`config.mk`:
```
export PLATFORM = sky130hd
export DESIGN_NAME = sync_serial_port
export DESIGN_NICKNAME = d
export VERILOG_FILES = /design/src/rtl/sync_serial_port.sv
export SDC_FILE = /design/constraint.sdc
export NUM_CORES = 1
export LEC_CHECK = 0
export BUFFER_PORTS_ARGS = -buffer_cell sky130_fd_sc_hd__buf_2
export CAP_MARGIN = 20
export CORE_MARGIN = 2
export CORE_UTILIZATION = 56
export DETAILED_ROUTE_END_ITERATION = 7
export PLACE_DENSITY = 0.73
export RECOVER_POWER = 25
export SYNTH_ARGS = -nofsm -noshare
export SYNTH_HDL_FRONTEND = slang
export SYNTH_SLANG_ARGS = --single-unit
```
`constraint.sdc`:
```
create_clock -name clk -period 8.27 [get_ports clk]
set_input_delay 1.654 -clock clk [delete_from_list [all_inputs] [get_ports clk]]
set_output_delay 1.654 -clock clk [all_outputs]
set_load 0.005 [all_outputs]
```
`src/rtl/sync_serial_port.sv`:
```
module sync_serial_port #(
  parameter int DEPTH = 8
) (
  input  logic        clk,
  input  logic        rst_n,
  input  logic [2:0]  reg_idx,
  input  logic        wr_en,
  input  logic        rd_en,
  input  logic [15:0] wdata,
  output logic [15:0] rdata,
  output logic        sck_o,
  output logic        sck_oe,
  input  logic        sck_i,
  output logic        sel_o,
  output logic        sel_oe,
  input  logic        sel_i,
  output logic        mosi_o,
  output logic        mosi_oe,
  input  logic        mosi_i,
  output logic        miso_o,
  output logic        miso_oe,
  input  logic        miso_i
);
  localparam int AW = $clog2(DEPTH);
  typedef enum logic [1:0] {S_IDLE, S_RUN, S_GAP} st_t;

  logic [15:0] ctl0;
  logic [1:0]  ctl1;
  logic [7:1]  psc;
  logic        ovr;

  wire [3:0]  dss    = (ctl0[3:0] < 4'd3) ? 4'd3 : ctl0[3:0];
  wire        is_ssi = ctl0[5:4] == 2'd1;
  wire        is_mw  = ctl0[5:4] == 2'd2;
  wire        is_spi = !is_ssi && !is_mw;
  wire        pol    = is_spi & ctl0[6];
  wire        m_on   = ctl1[0] & !ctl1[1];
  wire        s_on   = ctl1[0] & ctl1[1];
  wire [15:0] mask   = 16'hFFFF >> (4'd15 - dss);

  // FIFOs
  logic [15:0]   txm [DEPTH];
  logic [15:0]   rxm [DEPTH];
  logic [AW-1:0] twp, trp, rwp, rrp;
  logic [AW:0]   tcnt, rcnt;
  wire tx_empty = tcnt == 0;
  wire tx_full  = tcnt == DEPTH[AW:0];
  wire rx_empty = rcnt == 0;
  wire rx_full  = rcnt == DEPTH[AW:0];

  // shifter state
  st_t         st;
  logic [15:0] div, sh, rsh;
  logic [5:0]  ph;
  logic        sck_act, fs;
  logic [2:0]  sck_q;
  logic [1:0]  sel_q, mosi_q;
  logic [3:0]  s_cnt;
  logic        s_frm, s_got, s_ld;

  wire [15:0] hp       = {9'd0, (psc == 7'd0) ? 7'd1 : psc} * ({8'd0, ctl0[15:8]} + 16'd1);
  wire        tick     = div == hp - 16'd1;
  wire [4:0]  nsl      = {1'b0, dss} + 5'd1 + {4'd0, is_ssi};
  wire [5:0]  lastph   = {nsl - 5'd1, 1'b1};
  wire        sync_slt = is_ssi && ph[5:1] == 5'd0;

  wire sck_c   = sck_q[1] ^ pol;
  wire sck_p   = sck_q[2] ^ pol;
  wire s_lead  = sck_c & !sck_p;
  wire s_trail = !sck_c & sck_p;
  wire s_sel   = is_spi ? !sel_q[1] : is_mw ? sel_q[1] : (sel_q[1] | s_frm);
  wire [15:0] nrx = {rsh[14:0], mosi_q[1]};

  wire m_start = m_on && st == S_IDLE && !tx_empty;
  wire s_load  = s_on && !s_ld && !tx_empty && s_cnt == 4'd0 && !s_got;
  wire push_m  = m_on && st == S_RUN && tick && ph == lastph;
  wire push_s  = s_on && s_sel && s_lead && (!is_ssi || s_frm) && s_cnt == dss;
  wire push    = push_m | push_s;
  wire [15:0] push_val = (push_m ? rsh : nrx) & mask;

  wire tx_push = wr_en && reg_idx == 3'd2 && !tx_full;
  wire tx_pop  = m_start | s_load;
  wire rx_push = push && !rx_full;
  wire rx_pop  = rd_en && reg_idx == 3'd2 && !rx_empty;
  wire busy    = st != S_IDLE || (m_on && !tx_empty) || (s_on && (s_frm || s_cnt != 4'd0));

  assign sck_o   = sck_act ^ pol;
  assign sel_o   = is_ssi ? fs : is_mw ? (st == S_RUN) : (st != S_RUN);
  assign mosi_o  = sh[dss];
  assign miso_o  = sh[dss];
  assign sck_oe  = m_on;
  assign sel_oe  = m_on;
  assign mosi_oe = m_on;
  assign miso_oe = s_on & s_sel;

  always_comb begin
    case (reg_idx)
      3'd0:    rdata = ctl0;
      3'd1:    rdata = {14'd0, ctl1};
      3'd2:    rdata = rx_empty ? 16'd0 : rxm[rrp];
      3'd3:    rdata = {10'd0, ovr, busy, rx_full, !rx_empty, !tx_full, tx_empty};
      3'd4:    rdata = {8'd0, psc, 1'b0};
      default: rdata = 16'd0;
    endcase
  end

  always_ff @(posedge clk or negedge rst_n) begin
    if (!rst_n) begin
      ctl0 <= '0; ctl1 <= '0; psc <= '0; ovr <= 1'b0;
    end else begin
      if (wr_en && reg_idx == 3'd0) ctl0 <= wdata;
      if (wr_en && reg_idx == 3'd1) ctl1 <= wdata[1:0];
      if (wr_en && reg_idx == 3'd4) psc  <= wdata[7:1];
      if (push && rx_full) ovr <= 1'b1;
      else if (wr_en && reg_idx == 3'd1) ovr <= 1'b0;
    end
  end

  always_ff @(posedge clk) begin
    if (tx_push) txm[twp] <= wdata;
    if (rx_push) rxm[rwp] <= push_val;
  end

  always_ff @(posedge clk or negedge rst_n) begin
    if (!rst_n) begin
      twp <= '0; trp <= '0; rwp <= '0; rrp <= '0; tcnt <= '0; rcnt <= '0;
    end else begin
      if (tx_push) twp <= twp + 1'b1;
      if (tx_pop)  trp <= trp + 1'b1;
      if (rx_push) rwp <= rwp + 1'b1;
      if (rx_pop)  rrp <= rrp + 1'b1;
      if (tx_push && !tx_pop) tcnt <= tcnt + 1'b1;
      else if (!tx_push && tx_pop) tcnt <= tcnt - 1'b1;
      if (rx_push && !rx_pop) rcnt <= rcnt + 1'b1;
      else if (!rx_push && rx_pop) rcnt <= rcnt - 1'b1;
    end
  end

  always_ff @(posedge clk or negedge rst_n) begin
    if (!rst_n) begin
      st <= S_IDLE; div <= '0; ph <= '0; sck_act <= 1'b0; fs <= 1'b0;
      sh <= '0; rsh <= '0; sck_q <= '0; sel_q <= '1; mosi_q <= '0;
      s_cnt <= '0; s_frm <= 1'b0; s_got <= 1'b0; s_ld <= 1'b0;
    end else begin
      sck_q  <= {sck_q[1:0], sck_i};
      sel_q  <= {sel_q[0], sel_i};
      mosi_q <= {mosi_q[0], mosi_i};
      if (!m_on) begin
        st <= S_IDLE; sck_act <= 1'b0; fs <= 1'b0; div <= '0;
      end else begin
        case (st)
          S_IDLE: if (!tx_empty) begin
            st <= S_RUN; sh <= txm[trp]; rsh <= '0; div <= '0; ph <= '0;
            sck_act <= 1'b0; fs <= is_ssi;
          end
          S_RUN: begin
            div <= tick ? '0 : div + 16'd1;
            if (tick) begin
              ph <= ph + 6'd1;
              sck_act <= !ph[0];
              if (!ph[0] && !sync_slt) rsh <= {rsh[14:0], miso_i};
              if (ph[0]) begin
                fs <= 1'b0;
                if (!sync_slt) sh <= sh << 1;
                if (ph == lastph) st <= S_GAP;
              end
            end
          end
          default: begin
            div <= tick ? '0 : div + 16'd1;
            if (tick) st <= S_IDLE;
          end
        endcase
      end
      if (s_on) begin
        if (s_load) begin sh <= txm[trp]; s_ld <= 1'b1; end
        if (!s_sel) begin
          s_cnt <= '0; s_got <= 1'b0;
        end else if (s_lead) begin
          if (is_ssi && !s_frm) begin
            s_frm <= 1'b1; s_cnt <= '0;
          end else begin
            rsh <= nrx; s_got <= 1'b1;
            if (s_cnt == dss) begin
              s_cnt <= '0; s_frm <= 1'b0; s_ld <= 1'b0; sh <= '0;
            end else s_cnt <= s_cnt + 4'd1;
          end
        end else if (s_trail && s_got) begin
          sh <= sh << 1; s_got <= 1'b0;
        end
      end else begin
        s_cnt <= '0; s_frm <= 1'b0; s_got <= 1'b0; s_ld <= 1'b0;
      end
    end
  end

  assert_fifo_bound_R3: assert property (@(posedge clk) disable iff (!rst_n)
    tcnt <= DEPTH[AW:0] && rcnt <= DEPTH[AW:0]);
  assert_full_write_dropped_R3: assert property (@(posedge clk) disable iff (!rst_n)
    (tx_full && wr_en && reg_idx == 3'd2) |=> tcnt <= $past(tcnt));
  assert_idle_clock_R9: assert property (@(posedge clk) disable iff (!rst_n)
    (st != S_RUN) |-> sck_o == pol);
  assert_spi_select_R6: assert property (@(posedge clk) disable iff (!rst_n)
    (m_on && is_spi && $stable(ctl0) && $stable(ctl1) && sck_o != $past(sck_o)) |-> !$past(sel_o));
  assert_rx_full_hold_R12: assert property (@(posedge clk) disable iff (!rst_n)
    (rx_full && !(rd_en && reg_idx == 3'd2)) |=> rcnt == DEPTH[AW:0]);
endmodule

```
---- Word level (Yosys, flattened, before mapping) ----
Memories as Yosys holds them, arrays and structs flattened.
Index checks and enable logic that the tools add are counted.
word-level totals
  flip-flop bits (word level) ............. 118
  memory bits (writable) .................. 256
  output and inout port bits .............. 24
  logic and storage cells ................. 249
  memories kept ........................... 2
operators by class
  add/subtract/negate cells ............... 17
  multipliers ............................. 1
  $lt $le $gt $ge ......................... 2
  equal/unequal tests ..................... 27
  shift operators ......................... 1
  muxes and demuxes ....................... 87
  bitwise gates (word level) .............. 13
  reduce and logical (&&, ||, !) cells .... 75
memory list
  name  depth  bits a word  rd ports  clocked after memory_dff  wr ports  line  source
  rxm   8      16           1         0                         1         43    logic [15:0] rxm [DEPTH];
  txm   8      16           1         0                         1         42    logic [15:0] txm [DEPTH];
operators by type and width
  operator                                                                 count
  16-bit 2-to-1 mux                                                        26
  16-bit case mux with 5 select lines                                      1
  16-bit case mux with 2 select lines                                      2
  4-bit 2-to-1 mux                                                         10
  1-bit 2-to-1 mux                                                         34
  1-bit logical AND                                                        33
  1-bit logical NOT                                                        19
  16-bit by 1-bit adder with 16-bit output, second input constant          1
  16-bit bitwise AND                                                       1
  16-bit == test                                                           1
  7-bit by 9-bit multiplier with 16-bit output                             1
  16-bit by 4-bit right shift with 16-bit output, first input constant     1
  16-bit by 1-bit subtractor with 16-bit output, second input constant     1
  3-bit by 1-bit adder with 3-bit output, second input constant            4
  4-bit by 1-bit adder with 4-bit output, second input constant            3
  4-bit logical NOT                                                        3
  2-bit 2-to-1 mux                                                         6
  6-bit 2-to-1 mux                                                         2
  3-bit inequality test, second input constant                             4
  6-bit case mux with 2 select lines                                       1
  2-bit nonzero test                                                       5
  8-bit by 1-bit adder with 9-bit output, second input constant            1
  3-bit by 1-bit inequality test with 1-bit output, second input constant  3
  4-bit == test, second input constant                                     2
  37 further kinds                                                         58

---- Logic depth before layout (Yosys ltp) ----
  depth after elaboration ................. 16
  depth in mapped cells ................... 32
  depth with buffers taken out ............ 29

---- Worst setup path after synthesis ----
No wires, ideal clock.
  path kind ............................... register to register
  start ................................... register ctl0[8]
  end ..................................... memory rxm[2][0] (enable)
  setup time .............................. 431 ps
  arrival time ............................ 7071 ps
  data required time ...................... 7839 ps
  path slack .............................. 768 ps
  stages on the path, launching flop included .. 26
  buffers on the path ..................... 4
  period minus slack after synthesis ...... 7502 ps
  path through ............................ dfrtp_1 > clkbuf_1 > and3_1 > nand3_1 > nor2_1 > xor2_1 > and2_1 > fa_1 > inv_1 > fa_1 > fa_1 > fa_1 > inv_1 > ha_1 > buf_4 > xnor2_1 > nor3_1 > nor4_1 > nand4_1 > nor4_4 > and3_1 > buf_4 > nand4_1 > a21oi_1 > buf_2 > nor4bb_1
between the ends
  cells in the longest elaborated chain, start to end .. 10
ends and longest elaborated chain
  element                                        line  source
  start, declared                                27    logic [15:0] ctl0;
  start signal, assigned                         111   if (wr_en && reg_idx == 3'd0) ctl0 <= wdata;
  8-bit by 1-bit adder with 9-bit output         61    wire [15:0] hp = {9'd0, (psc == 7'd0) ? 7'd1 : psc} * ({8'd0, ctl0[15:8]} + 16'd1);
  7-bit by 9-bit multiplier with 16-bit output   61
  16-bit by 1-bit subtractor with 16-bit output  62    wire tick = div == hp - 16'd1;
  16-bit == test                                 62
  1-bit logical AND (2 in a row)                 76    wire push_m = m_on && st == S_RUN && tick && ph == lastph;
  1-bit bitwise OR                               78    wire push = push_m | push_s;
  1-bit logical AND                              83    wire rx_push = push && !rx_full;
  net rx_push                                    83
  1-bit 2-to-1 mux                               121   if (rx_push) rxm[rwp] <= push_val;
  1-bit 2-to-1 mux (implied by the code)         121
  end, declared                                  43
The timed path passes the listed nets, and every way through them passes these cells.

---- Final worst setup path ----
  start ................................... register ctl0[8]
  end ..................................... register rcnt[3]
between the ends
  cells in the longest elaborated chain, start to end .. 11
  elaborated cells between the ends (all ways) .. 13
ends and longest elaborated chain
  element                                            line  source
  8-bit by 1-bit adder with 9-bit output (*)         61
  7-bit by 9-bit multiplier with 16-bit output (*)   61
  16-bit by 1-bit subtractor with 16-bit output (*)  62
  16-bit == test (*)                                 62
  1-bit logical AND (*) (2 in a row)                 76
  1-bit bitwise OR (*)                               78
  1-bit logical AND (*)                              83
  1-bit logical NOT                                  135   else if (!rx_push && rx_pop) rcnt <= rcnt - 1'b1;
  1-bit logical AND                                  135
  2-bit nonzero test (no line)                       n/a
  end signal, assigned                               134   if (rx_push && !rx_pop) rcnt <= rcnt + 1'b1;
  end signal, assigned                               135
  end, declared                                      45    logic [AW:0] tcnt, rcnt;
Mark *: on every way between the ends. The rest lies on a longest branch, timed or not.
A chain may end at the register's enable or synchronous reset.

==> impl_metrics.csv <==
group,metric,value,unit
outcome,outcome,"complete, but fails checks",
outcome,violations,"capacitance limit, slew limit",
routing,drt_first_iter_violations,1137,
placed_design,io_buffers,50,
critical_path,critPathCaptureType,"flip-flop",
cells_and_area,multi_input_area,8210,sq um
hold_path,min_path_type,"flip-flop to flip-flop",
clock_tree,path_clk_slew,0.06,ns
clock_tree,cts_buffers,40,
critical_path,slowest_delay,0.58,ns
routing,routed_via_density,6.17,
timing,worst_slack,0.584,ns
floorplanning,ios,51,
yosys,synthAdderAreaFrac,0.0788,
yosys,synthMuxAreaShare,0.127,
cells_and_area,antennaDiodeCount,0,
routing,route.vias.total,12460,
timing,setup_viol,0,
timing,worstMarginPinSlew,3.02,ns
clock_tree,cts_hold_repair.buffers,0,
yosys,yosys.area_share.simple,0.103,
yosys,synthCells,1490,
clock_tree,cts-htree-levels,2,
timing,fin_tns_setup,0,ns
timing,slew_viol_final,54,
floorplanning,dieArea,36300,sq um
routing,wirelength,44.7,mm
power_and_ir_drop,p_leak,8.02,nW
global_routing,grt_pass1_wl,70.6,mm
clock_tree,cts_tree,"done",
floorplanning,coreArea,34400,sq um
critical_path,crit_slowest_cell,"dfrtp_1",
yosys,synth_edf_count,256,
floorplanning,initial_core_util,0.567,
routing,detail-route-antenna-nets,0,
cells_and_area,fin_area,21500,sq um
routing,firstDrtPassIters,8,
cells_and_area,layout-drive-gt1-share,0.169,
timing,max_clock_freq,130,MHz
global_routing,grt_pass1_vias,12417,
yosys,synth_top_area_frac,0.395,
yosys,yosysWarnings,0,
global_routing,overflow,0,
cells_and_area,layout.area.seq,10600,sq um
timing,hold_viol,0,
power_and_ir_drop,powerDensity,395,nW/um^2
yosys,yosysTopAreaCell,"edfxtp_1",
clock_tree,cts_setup_buffers,0,
cells_and_area,fill_cells,2593,
clock_tree,clockBufferDepth,3,
critical_path,cp.required,8.71,ns
timing,holdWs,0.354,ns
placed_design,place.gp.congestion,0.915,
clock_tree,clk-insertion-delay-late,0.57,ns
timing,period_needed,7.69,ns
routing,route.detailed.drc,0,
critical_path,crit_type,"flip-flop to flip-flop",
timing,relSlewSlack,-1.01,
cells_and_area,layout.nets,1659,
floorplanning,die_w,190,microns
yosys,synthXorXnorAreaFrac,0.0310,
yosys,synth.area.top_cells,"edfxtp_1 (39%), dfrtp_1 (15%), mux4_2 (7.6%)",
yosys,synth.distinct_cells,77,
yosys,avgSynthCellArea,13.1,sq um
power_and_ir_drop,vdd_drop_max,0.482,mV
timing,fin_crit_sh,0.929,
yosys,synthMostInstantiatedCell,"edfxtp_1",
run,cap_violations,1,
cells_and_area,area_delta_synth_final,10.6,%
critical_path,critPathArrivalTime,8.13,ns
floorplanning,dieHeight,190,microns
yosys,synth_common_cells,"edfxtp_1 (256), nand2_1 (138), dfrtp_1 (116)",
placed_design,place_area,20200,sq um
yosys,synth_compound_area_frac,0.0795,
yosys,ys_seq_area_frac,0.547,
clock_tree,clockRootBuffer,"clkbuf_16",
timing,rsz0062_at_grt,"no",
routing,wl_per_cell,22.1,microns
yosys,synth_flop_cell,"edfxtp_1",
placed_design,dpl.hpwl,30.3,mm
yosys,synth_top_family_by_area,"multiplexers",
floorplanning,placementRows,68,
yosys,async_reset_ff_frac,0.316,
global_routing,grt_start_max_net_pins,67,
yosys,syn-num-nets,1615,
critical_path,path_max_fanout,12,
yosys,ys_ff_latch,374,
clock_tree,cts.sinks,374,
cells_and_area,final_util,0.626,
critical_path,critPathLaunchType,"flip-flop",
global_routing,track_usage,0.257,
global_routing,antenna_found_initial,0,
timing,clock_skew,0.0202,ns
yosys,netlist_area,19500,sq um
placed_design,place_ws,0.656,ns
clock_tree,cts_resized,0,
flip-flops by register name, indices dropped and copies added (netlist names), 6 cells and up:
register and count:
ph 6, sh 16, ctl0 16, rxm 128
rsh 16, psc 7, div 16, txm 128
cell families after synthesis:
kind of cell             Yosys count
AO/OA/AOI/OAI                    234
multiplexers                     160
XOR/XNOR                          69
flip-flops                       374
AND/OR/NAND/NOR                  397
adder cells (fa/ha/maj)           98
buffers and inverters            158
path summary, 6_finish.rpt:
| path | slack, ns | endpoint | startpoint | cells past startpoint |
|---|---|---|---|---|
| max | 0.58 | rcnt[3]$_DFFE_PN0P_ | ctl0[8]$_DFFE_PN0P_ | 28 |
| min | 0.35 | sel_q[1]$_DFF_PN1_ | sel_q[0]$_DFF_PN1_ | 0 |
| max reg2reg | 0.58 | rcnt[3]$_DFFE_PN0P_ | ctl0[8]$_DFFE_PN0P_ | 28 |
| min reg2reg | 0.35 | sel_q[1]$_DFF_PN1_ | sel_q[0]$_DFF_PN1_ | 0 |
| max in group asynchronous | 4.04 | rrp[0]$_DFFE_PN0P_ | rst_n | 2 |
| min in group asynchronous | 2.07 | sh[9]$_DFF_PN0_ | rst_n | 1 |
critical path, delay by kind of cell (launching register included):
| kind | cells | cell delay (ns) |
|---|---|---|
| AO/OA/AOI/OAI | 6 | 1.12 |
| XOR/XNOR | 4 | 0.83 |
| adder cells (fa/ha/maj) | 8 | 3.16 |
| buffers and inverters | 3 | 0.32 |
| flip-flops | 1 | 0.58 |
| AND/OR/NAND/NOR | 7 | 1.56 |
metrics by stage:
step	power [mW]	instances
global placement	6.63	1946
floorplan	5.83	1490
finish	8.50	2021
global route	9.14	2021
detailed placement	6.68	1946
CTS	8.52	2020
area by class of cell:
cell class | count | area share
inverter | 81 | 0.0141
clock inverter | 18 | 0.00982
tap | 455 | 0.0264
multi-input combinational | 958 | 0.381
sequential | 374 | 0.494
clock buffer | 56 | 0.0531
timing repair buffer | 79 | 0.0207
layout by cell type, fill, tap and decap left out, types with 6 or more instances in the layout:
master and count:
edfxtp_1 256, nand2_1 138, dfrtp_1 114, inv_1 81, nor2_1 73, o21ai_0 69, mux4_2 66, ha_1 57
a21oi_1 52, mux2i_1 52, xnor2_1 46, mux2_2 41, fa_1 41, clkbuf_16 41, nand3_1 37, buf_2 32
buf_4 28, clkbuf_1 27, xor2_1 23, and2_1 20, nor3_1 20, nor2b_1 16, nand2b_1 16, a22o_1 16
a221o_1 11, nand4_1 10, a22oi_1 10, a211oi_1 9, nor4_1 9, and3_1 8, or3_1 8, o21ai_1 7
o21ba_2 7, a31oi_1 6, o22ai_1 6, nor3b_1 6, clkinv_2 6, clkbuf_8 6
power breakdown:
group / internal, mW / switching (mW) / leakage, nW
Clock: 1.07 / 0.750 / 0.661
Combinational: 1.82 / 2.52 / 3.55
Sequential: 2.11 / 0.222 / 3.81
Total: 5.00 / 3.49 / 8.02
metal layers:
layer | wire length [microns] | GRT usage
met3 | 3170 | 0.0534
met2 | 20800 | 0.393
met1 | 19400 | 0.369
met5 | 0 | 0
met4 | 1350 | 0.0888
(Power assumes the default switching activity.)
